### config.mk
export PLATFORM = sky130hd
export DESIGN_NAME = dma_irq_ctrl
export DESIGN_NICKNAME = d
export VERILOG_FILES = /design/src/rtl/dma_irq_pkg.sv /design/src/rtl/irq_addr_decode.sv /design/src/rtl/irq_type_bank.sv /design/src/rtl/dma_irq_ctrl.sv
export SDC_FILE = /design/constraint.sdc
export NUM_CORES = 1
export LEC_CHECK = 0
export ABC_AREA = 1
export CAP_MARGIN = 20
export CORE_AREA = 2 2 75 105
export DETAILED_ROUTE_END_ITERATION = 12
export DIE_AREA = 0 0 77 107
export PLACE_DENSITY = 0.8
export SLEW_MARGIN = 20
export SYNTH_ARGS = -nofsm -noshare
export SYNTH_HDL_FRONTEND = slang
export SYNTH_SLANG_ARGS = --single-unit
### constraint.sdc
create_clock -name clk -period 2.4 [get_ports clk]
set_input_delay 0.36 -clock clk [delete_from_list [all_inputs] [get_ports clk]]
set_output_delay 0.36 -clock clk [all_outputs]
set_load 0.03 [all_outputs]
### src/rtl/dma_irq_pkg.sv
package dma_irq_pkg;
    localparam int NUM_CH   = 4;
    localparam int NUM_TYPE = 5;
    localparam int DATA_W   = 32;
    localparam int ADDR_W   = 8;
    localparam int WE_LSB   = 8;

    typedef enum logic [2:0] {
        ACC_NONE,
        ACC_RAW,
        ACC_STAT,
        ACC_MASK,
        ACC_CLR,
        ACC_SUM
    } acc_kind_e;
endpackage

### src/rtl/irq_addr_decode.sv
module irq_addr_decode
    import dma_irq_pkg::*;
#(
    parameter int NTYPE = NUM_TYPE,
    parameter int AW    = ADDR_W,
    parameter int TW    = (NTYPE > 1) ? $clog2(NTYPE) : 1
) (
    input  logic [AW-1:0] addr,
    output acc_kind_e     kind,
    output logic [TW-1:0] tsel
);
    localparam int SLOT_LG = 3;
    logic [AW-SLOT_LG-1:0] slot;
    int unsigned           s;

    assign slot = addr[AW-1:SLOT_LG];

    always_comb begin
        kind = ACC_NONE;
        tsel = '0;
        s    = 32'(slot);
        if (addr[SLOT_LG-1:0] == '0) begin
            if (s < NTYPE) begin
                kind = ACC_RAW;
                tsel = TW'(s);
            end else if (s < 2*NTYPE) begin
                kind = ACC_STAT;
                tsel = TW'(s - NTYPE);
            end else if (s < 3*NTYPE) begin
                kind = ACC_MASK;
                tsel = TW'(s - 2*NTYPE);
            end else if (s < 4*NTYPE) begin
                kind = ACC_CLR;
                tsel = TW'(s - 3*NTYPE);
            end else if (s == 4*NTYPE) begin
                kind = ACC_SUM;
            end
        end
    end
endmodule

### src/rtl/irq_type_bank.sv
module irq_type_bank
    import dma_irq_pkg::*;
#(
    parameter int NCH = NUM_CH,
    parameter int DW  = DATA_W,
    parameter int WEL = WE_LSB
) (
    input  logic           clk,
    input  logic           rst_n,
    input  logic [NCH-1:0] evt,
    input  logic           mask_wr,
    input  logic           clr_wr,
    input  logic [DW-1:0]  wdata,
    output logic [NCH-1:0] raw_q,
    output logic [NCH-1:0] mask_q,
    output logic [NCH-1:0] stat
);
    logic [NCH-1:0] clr_bits;
    logic [NCH-1:0] we_bits;

    assign clr_bits = clr_wr  ? wdata[NCH-1:0]   : '0;
    assign we_bits  = mask_wr ? wdata[WEL +: NCH] : '0;

    always_ff @(posedge clk) begin
        if (!rst_n) begin
            raw_q  <= '0;
            mask_q <= '0;
        end else begin
            raw_q  <= evt | (raw_q & ~clr_bits);
            mask_q <= (mask_q & ~we_bits) | (wdata[NCH-1:0] & we_bits);
        end
    end

    assign stat = raw_q & mask_q;
endmodule

### src/rtl/dma_irq_ctrl.sv
module dma_irq_ctrl
    import dma_irq_pkg::*;
#(
    parameter int NCH   = NUM_CH,
    parameter int NTYPE = NUM_TYPE,
    parameter int DW    = DATA_W,
    parameter int AW    = ADDR_W,
    parameter int WEL   = WE_LSB
) (
    input  logic                 clk,
    input  logic                 rst_n,
    input  logic                 irq_en,
    input  logic [NTYPE*NCH-1:0] evt_pulse,
    input  logic                 wr_en,
    input  logic [AW-1:0]        addr,
    input  logic [DW-1:0]        wdata,
    output logic [DW-1:0]        rdata,
    output logic                 irq
);
    localparam int TW = (NTYPE > 1) ? $clog2(NTYPE) : 1;

    acc_kind_e             kind;
    logic [TW-1:0]         tsel;
    logic [NCH-1:0]        raw_arr  [NTYPE];
    logic [NCH-1:0]        mask_arr [NTYPE];
    logic [NCH-1:0]        stat_arr [NTYPE];
    logic [NTYPE-1:0]      summary;
    logic [NTYPE*NCH-1:0]  raw_all;
    logic [NTYPE*NCH-1:0]  mask_all;

    irq_addr_decode #(.NTYPE(NTYPE), .AW(AW), .TW(TW)) u_dec (
        .addr (addr),
        .kind (kind),
        .tsel (tsel)
    );

    for (genvar g = 0; g < NTYPE; g++) begin : g_type
        logic hit;
        assign hit = wr_en && (int'(tsel) == g);

        irq_type_bank #(.NCH(NCH), .DW(DW), .WEL(WEL)) u_bank (
            .clk     (clk),
            .rst_n   (rst_n),
            .evt     (evt_pulse[g*NCH +: NCH]),
            .mask_wr (hit && (kind == ACC_MASK)),
            .clr_wr  (hit && (kind == ACC_CLR)),
            .wdata   (wdata),
            .raw_q   (raw_arr[g]),
            .mask_q  (mask_arr[g]),
            .stat    (stat_arr[g])
        );

        assign summary[g]               = |stat_arr[g];
        assign raw_all[g*NCH +: NCH]    = raw_arr[g];
        assign mask_all[g*NCH +: NCH]   = mask_arr[g];
    end

    always_comb begin
        rdata = '0;
        unique case (kind)
            ACC_RAW:  rdata[NCH-1:0]   = raw_arr[tsel];
            ACC_STAT: rdata[NCH-1:0]   = stat_arr[tsel];
            ACC_MASK: rdata[NCH-1:0]   = mask_arr[tsel];
            ACC_SUM:  rdata[NTYPE-1:0] = summary;
            ACC_CLR,
            ACC_NONE: rdata = '0;
            default:  rdata = '0;
        endcase
    end

    assign irq = irq_en && (|summary);
endmodule

---- Word level (Yosys, flattened, before mapping) ----
Cells that the tools add are included.
operators by class
  add/subtract/negate cells ............... 3
  order comparisons ....................... 5
  eq/ne operators ......................... 10
  multiplexer cells ....................... 32
  bitwise operators ....................... 41
  reduce and logical (&&, ||, !) cells .... 24
operators by type and width
  cell                 number
  $and 4x4->4          20
  $mux 4               16
  $not 4->4            10
  $or 4x4->4           10
  $bmux 4 s3           3
  $mux 3               11
  $reduce_or 20->1     1
  $reduce_or 4->1      5
  $logic_and 1x1->1    16
  $pmux 4 s4           1
  $eq 3x3->1 const B   5
  $lt 5x4->1 const B   2
  $eq 3x2->1 const B   3
  $logic_not 3->1      2
  $sub 3x3->3 const B  2
  $eq 5x5->1 const B   1
  $lt 5x3->1 const B   1
  $lt 5x5->1 const B   1
  $ge 4x4->1 const B   1
  $not 3->4            1
  $eq 3x1->1 const B   1
  $sub 3x2->3 const B  1
  $mux 1               1
word-level totals
  flip-flop bits (word level) ............. 40

---- Depth between registers and ports, before layout ----
Gate-level depths: netlist of the first run.
  word-level depth ........................ 13
  depth in mapped cells ................... 20
  depth with buffers taken out ............ 19

---- Modules after synthesis ----
From an unflattened synthesis of the first run, not the netlist that was laid out.
second synthesis, totals
  cell total of the unflattened synthesis .. 603
  area, all modules ....................... 3275.6 um^2
by module, submodules not included
  module           instances  cells an instance  area each (um^2)  sequential area each (um^2)
  irq_type_bank    5          57                 349.1             160.2
  dma_irq_ctrl     1          253                1187.4            0.0
  irq_addr_decode  1          65                 342.8             0.0

---- Least setup slack after synthesis of the first run ----
No wires, ideal clock.
  kind .................................... input to output
  from .................................... in addr[4]
  to ...................................... out rdata[1]
  arrival ................................. 1.997 ns
  data required time ...................... 2.040 ns
  setup slack ............................. 0.043 ns
  stages on the path ...................... 14
  buffers on the path ..................... 2
  cells stage by stage .................... inv_1 > ha_1 > inv_1 > nand2_2 > nor2_2 > nor2_2 > nor2_4 > nand2_4 > buf_4 > buf_4 > nand3_1 > o21ai_1 > nand3_1 > nand4_1
on the way
  longest elaborated chain between the ends .. 11
  elaborated cells between the ends (all ways) .. 34
RTL lines
  element                                           RTL line                                                    text
  from (decl)                                       dma_irq_ctrl.sv:15                                          input logic [AW-1:0] addr,
  $lt 5x5->1 / $sub 3x3->3 (equally long branches)  irq_addr_decode.sv:32, irq_addr_decode.sv:34
  $mux 3                                            irq_addr_decode.sv:32                                       end else if (s < 4*NTYPE) begin
  $mux 3                                            irq_addr_decode.sv:29                                       end else if (s < 3*NTYPE) begin
  $mux 3                                            irq_addr_decode.sv:26                                       end else if (s < 2*NTYPE) begin
  $mux 3                                            irq_addr_decode.sv:23                                       if (s < NTYPE) begin
  $mux 3                                            irq_addr_decode.sv:22                                       if (addr[SLOT_LG-1:0] == '0) begin
  $not 3->4 (not written as such)                   dma_irq_ctrl.sv:61, dma_irq_ctrl.sv:62, dma_irq_ctrl.sv:63
  $bmux 4 s3 (on tied branches)                     dma_irq_ctrl.sv:63, dma_irq_ctrl.sv:61, dma_irq_ctrl.sv:62
  $mux 4 (on tied branches) (2 in series)           dma_irq_ctrl.sv:63, dma_irq_ctrl.sv:61, dma_irq_ctrl.sv:62
  $pmux 4 s4 (*)                                    dma_irq_ctrl.sv:60                                          unique case (kind)
  to (decl)                                         dma_irq_ctrl.sv:17                                          output logic [DW-1:0] rdata,
Mark *: on every way between the ends. The rest lies on a longest branch, timed or not. The select of a mux whose other input is x is not followed.

---- Worst setup path in the final report of the first run ----
  from .................................... in addr[5]
  to ...................................... out rdata[3]
The elaborated chain is that of the path after synthesis.

==> results.py, run 1 <==
metrics = {
    "floorplanning": {
        "dieArea_mm2": 0.00824,
        "coreArea_mm2": 0.00731,
        "fp.dieH_um": 107,
        "std_cell_rows": 37,
        "die_w_um": 77,
        "initial_core_util_pct": 47.4,
        "ios": 97,
    },
    "layout": {
        "multi_input_comb_area_mm2": 0.00236,
        "postLayoutCoreUtil_pct": 66.8,
        "fillers": 621,
        "regArea_um2": 801,
        "final_common_cell": "nand2_1",
        "nets": 741,
        "final_cells": 769,
        "final_cell_mix": "nand2_1 (185), nand3_1 (62), inv_1 (61)",
        "antenna_cells": 0,
        "area_growth_pct": 40.8,
        "drive_gt1_share_pct": 22.2,
    },
    "placed_design": {
        "io_buffers": 45,
        "place_hpwl_mm": 7.84,
        "gp_congestion": 0.949,
        "dp.cells": 735,
    },
    "routing": {
        "wl_mm": 12.2,
        "drcViolationCount": 0,
        "vias": 4189,
        "avgRoutedWirePerCell_um": 15.9,
        "post_drt_via_cell_ratio": 5.45,
        "firstDrtPassIters": 6,
        "drtIter0Drc": 389,
        "antenna_left": 0,
    },
    "clock_network": {
        "cts_tree": "yes",
        "cts_buffers": 5,
        "cts_sinks": 40,
        "holdBufCountCts": 0,
        "cts.reportedPaths.clkPinSlew_ps": 90,
        "htree_levels": 2,
        "clk_latency_ps": 300,
        "cts-root-buf": "clkbuf_8",
        "clk_path_buf_depth": 2,
    },
    "power": {
        "vdd_drop_max_mv": 0.403,
        "p_leak_nw": 2.39,
        "powerDensity_mw_per_mm2": 419,
        "power_w": 0.00205,
    },
    "grt": {
        "grt_first_pass_wirelength_mm": 18.9,
        "grt.total_usage_pct": 28.8,
        "antenna_found_initial": 0,
        "grt_start_max_net_pins": 23,
        "grt_pass1_vias": 3977,
        "grt.overflow.total": 0,
    },
    "sta": {
        "fmax_mhz": 385,
        "holdWs_ps": 484,
        "clock_skew_ps": 0,
        "finalSetupViolCount": 4,
        "rsz0062_at_grt": "yes",
        "hold_viol_final": 0,
        "fin_crit_ps": 2600,
        "min_period_over_period_pct": 108,
        "timing.final.ws_setup_ps": -201,
        "slew_viol_final": 0,
    },
    "logic_synthesis": {
        "yosysTopAreaCellShare_pct": 23.1,
        "yosys.area.top_type": "dfxtp_1",
        "synth_seq_cells": 40,
        "yosys-top-cells-area": "dfxtp_1 (23%), nand2_1 (21%), nand3_1 (9.4%)",
        "ys_seq_area_share_pct": 23.1,
        "postSynthAreaPerCell_um2": 5.98,
        "yosys_warnings": 0,
        "syn_area_mm2": 0.00347,
        "syn_inst": 580,
        "synth.distinct_cells": 37,
    },
    "job": {
        "max_cap_viol_count": 0,
    },
    "status": {
        "violations": "setup timing",
        "status": "finished, violations left",
    },
    "setup_path": {
        "arrival_ps": 2240,
        "cp.required_ps": 2040,
        "worst-setup-path-type": "input pin to primary output",
        "startpoint_type": "input pin",
        "critPathMaxFanout": 22,
        "worstSetupEndpointType": "primary output",
    },
    "worst_hold_path": {
        "min-delay-path-class": "flop to flop",
    },
}
[report_power, final]
group | internal (W) | switching [W]
clock network | 0.000520 | 0.000258
logic | 0.000230 | 0.000333
registers | 0.000687 | 0.0000199
total | 0.00144 | 0.000611
[metal layers]
metal	routed length [um]	GRT usage, %	vias up
met5	0	0	-
li1	-	-	1949
met4	972	17.7	0
met2	6180	54.4	262
met1	4060	29.9	1890
met3	1010	3.62	88
[layout make-up]
| class | count | area share, % |
|---|---|---|
| Clock inverter | 3 | 1.84 |
| Timing Repair Buffer | 105 | 23.3 |
| Clock buffer | 5 | 1.41 |
| Multi-Input combinational cell | 442 | 48.3 |
| Tap cell | 97 | 2.48 |
| Inverter | 77 | 6.22 |
| Sequential cell | 40 | 16.4 |
[worst max-delay path: stages]
cell and delay [ps]:
buf_12 110, buf_4 150, o21ai_2 210, nand2_1 130, nand2_1 100, nand2_2 70, nand2_4 120, buf_12 170
nand3b_1 90, nand2_1 100, nand2_1 50, nand2_1 110, nand2_1 60, nand3_1 80, nand2_1 60, inv_1 70
nand2_2 50, buf_6 130
[Yosys cell counts]
cell	n
nand2_1	195
inv_1	67
nand3_1	65
dfxtp_1	40
nor2_1	38
buf_4	31
a21oi_1	23
nand4_1	11
buf_2	10
inv_2	9
nand3b_1	9
nor3_1	9
o21ai_1	9
clkbuf_1	8
nand2_2	7
ha_1	6
nor2_4	5
o21bai_1	5
nand3_2	4
nor2_2	4
nor3_4	4
nand2_4	3
o21ai_0	3
o21ai_2	2
a2111oi_0	1
a21boi_0	1
a21oi_2	1
a21oi_4	1
buf_1	1
buf_6	1
conb_1	1
inv_4	1
nor2_8	1
nor3_2	1
nor4_1	1
xnor2_1	1
xor2_1	1
[through the flow]
step                setup WS (ps)  setup TNS, ps  cell area, um2
global placement             -615         -18720            4160
floorplan                    42.9              0            3570
CTS                          -128           -354            4780
finish                       -201           -648            4880
detailed placement           -678         -21940            4160
global route                 -304          -1060            4880
[worst paths after layout]
| path | slack (ps) | endpoint | depth (start not counted) | from |
|---|---|---|---|---|
| max | -200 | rdata[3] | 18 | addr[5] |
| min | 480 | flop | 2 | flop |
| max reg2reg | 1670 | g_type[1].u_bank.raw_q[2] | 3 | g_type[1].u_bank.raw_q[2] |
| min reg2reg | 480 | flop | 2 | flop |
[logic make-up (layout without fill, tap and decap cells)]
family | after synthesis | count (layout) | share of synthesized area [%]
DFF | 40 | 40 | 23.1
buffers and inverters | 128 | 190 | 17.9
AOI/OAI and AO/OA | 46 | 46 | 7.83
and+or+nand+nor | 357 | 361 | 48.5
adders and majority gates | 6 | 6 | 2.16
other | 1 | 27 | 0.108
xor gates and xnor gates | 2 | 2 | 0.505
[repair_timing]
item                                    4_1_cts  5_1_grt
endpoints found under the setup margin       46        9
pin swaps                                    38       17
cloned                                        7        2
gates resized for setup                      78       18
setup buffers                                15        2
No activity file was read; power rests on OpenSTA's default activity.
==> run 2, diff against run 1 <==
PLACE_DENSITY = default   (was 0.8)
PLACE_DENSITY_LB_ADDON = 0.25   (was default)
==> run 2 against run 1 <==
Compared with the run above:
- the flow still finishes with violations (setup timing)
- highest routed layer unchanged
- clock-buffer cell count stayed put
- maximum frequency is 0.39% higher
- combinational power is 1% higher
- register-to-register slack worse by 40 ps
- core utilization is 0.34 points higher
- largest cell class unchanged
- critical endpoint unchanged
- sequential power hardly changed
- total power is 10% lower
==> results.py, run 2 (synthesis results as in run 1) <==
metrics = {
    "status": {
        "status": "finished, violations left",
        "violations": "setup timing",
    },
    "clock_network": {
        "cts_tree": "yes",
        "htree_levels": 2,
        "cts_sinks": 40,
        "cts-root-buf": "clkbuf_8",
        "clk_path_buf_depth": 2,
        "cts_buffers": 5,
        "holdBufCountCts": 0,
        "clk_latency_ps": 300,
        "cts.reportedPaths.clkPinSlew_ps": 70,
    },
    "power": {
        "sw_frac_of_total_pct": 33.0,
        "power.share.clock_pct": 30.4,
        "p_sw_w": 0.000605,
        "vdd_drop_max_mv": 0.330,
        "p_leak_nw": 2.38,
        "p_comb_share_pct": 31.1,
        "powerDensity_mw_per_mm2": 374,
        "p_seq_share_pct": 38.6,
        "p_int_w": 0.00123,
    },
    "routing": {
        "wl_mm": 12.2,
        "drcViolationCount": 0,
        "vias": 4035,
        "post_drt_via_cell_ratio": 5.27,
        "firstDrtPassIters": 5,
        "antenna_left": 0,
        "avgRoutedWirePerCell_um": 16.0,
        "drtIter0Drc": 344,
    },
    "placed_design": {
        "place_hpwl_mm": 8.03,
        "io_buffers": 45,
        "place_ws_ps": -612,
        "gp_congestion": 1.01,
        "dp.cells": 734,
    },
    "floorplanning": {
        "ios": 97,
        "fp.dieH_um": 107,
        "initial_core_util_pct": 47.4,
        "dieArea_mm2": 0.00824,
        "coreArea_mm2": 0.00731,
        "std_cell_rows": 37,
        "die_w_um": 77,
    },
    "setup_path": {
        "arrival_ps": 2230,
        "worstSetupEndpointType": "primary output",
        "worst-setup-path-type": "input pin to primary output",
        "startpoint_type": "input pin",
        "cp.required_ps": 2040,
        "critPathMaxFanout": 6,
    },
    "layout": {
        "final_cells": 765,
        "area_growth_pct": 41.5,
        "antenna_cells": 0,
        "final_common_cell": "nand2_1",
        "drive_gt1_share_pct": 26.0,
        "final_cell_mix": "nand2_1 (167), inv_1 (62), nand3_1 (54)",
        "nets": 737,
        "fillers": 635,
    },
    "sta": {
        "rsz0062_at_grt": "yes",
        "worst_slew_pin_slew_ps": 740,
        "fmax_mhz": 386,
        "min_period_over_period_pct": 108,
        "relSlewSlack_pct": 50.6,
        "timing.final.ws_setup_ps": -191,
        "holdWs_ps": 481,
        "slew_viol_final": 0,
        "fin_crit_ps": 2590,
        "clock_skew_ps": 0,
        "hold_viol_final": 0,
        "finalSetupViolCount": 4,
    },
    "grt": {
        "grt.overflow.total": 0,
        "grt_start_max_net_pins": 24,
        "grt.total_usage_pct": 28.4,
        "grt_first_pass_wirelength_mm": 18.4,
        "antenna_found_initial": 0,
        "grt_pass1_vias": 3863,
    },
    "job": {
        "max_cap_viol_count": 0,
    },
    "worst_hold_path": {
        "min-delay-path-class": "flop to flop",
    },
}
-- run 2: power by group through the flow --
stage / clock network (W) / logic (W) / registers [W]
after detailed placement: 0 / 0.000439 / 0.000721
final: 0.000557 / 0.000570 / 0.000707
after CTS: 0.000568 / 0.000508 / 0.000706
after floorplan: 0 / 0.000305 / 0.000715
after global placement: 0 / 0.000435 / 0.000721
after global routing: 0.000596 / 0.000607 / 0.000711
-- run 2: metrics by stage --
stage / power (W) / setup TNS, ps / area, um2 / utilization, %
final: 0.00183 / -569 / 4910 / 67.1
after global routing: 0.00191 / -1250 / 4910 / 67.1
after CTS: 0.00178 / -312 / 4710 / 64.4
after detailed placement: 0.00116 / -20620 / 4160 / 56.9
after global placement: 0.00116 / -19150 / 4160 / 56.9
after floorplan: 0.00102 / 0 / 3570 / -
-- run 2: cell type report --
type,count,area [um2],area share [%]
clock buffer,5,68.8,1.40
multi-input combinational,438,2420,49.2
tap,97,121,2.47
inverter,77,307,6.24
clock inverter,3,42.5,0.866
sequential,40,801,16.3
timing repair buffer,105,1150,23.5
-- run 2: routing by layer --
| metal | track usage (%) | vias to the layer above | part of all wire, % |
|---|---|---|---|
| met3 | 4.38 | 54 | 5.9 |
| met2 | 53.0 | 196 | 52 |
| met4 | 18.5 | 0 | 5.7 |
| li1 | - | 1938 | - |
| met5 | 0 | - | 0 |
| met1 | 29.2 | 1847 | 36 |
-- run 2: what timing repair did --
item / in CTS / in global routing
cloned: 5 / 2
setup endpoints to repair: 46 / 9
setup buffers: 12 / 7
pin swaps: 23 / 32
resized for setup: 91 / 47
-- run 2: worst paths after layout --
check | from | endpoint | slack (ps) | depth (start not counted)
max | addr[5] | rdata[3] | -190 | 20
max reg2reg | g_type[0].u_bank.raw_q[2] | g_type[0].u_bank.raw_q[2] | 1630 | 3
min reg2reg | flop | flop | 480 | 2
min | flop | flop | 480 | 2
-- run 2: critical path, stage by stage --
cell     delay (ps)
buf_8           110
ha_4            170
nor2_4          120
nand3_4         120
nand2_4          80
nor2_4           40
nor2_4          180
nand2_4         150
buf_6           170
nand2_1          50
nand2_1          60
nand2_1          80
nand2_1          60
nand2_1          70
nand2_1          50
nand2_1          50
nand2_1          40
inv_1            60
nand2_2          60
buf_6           140
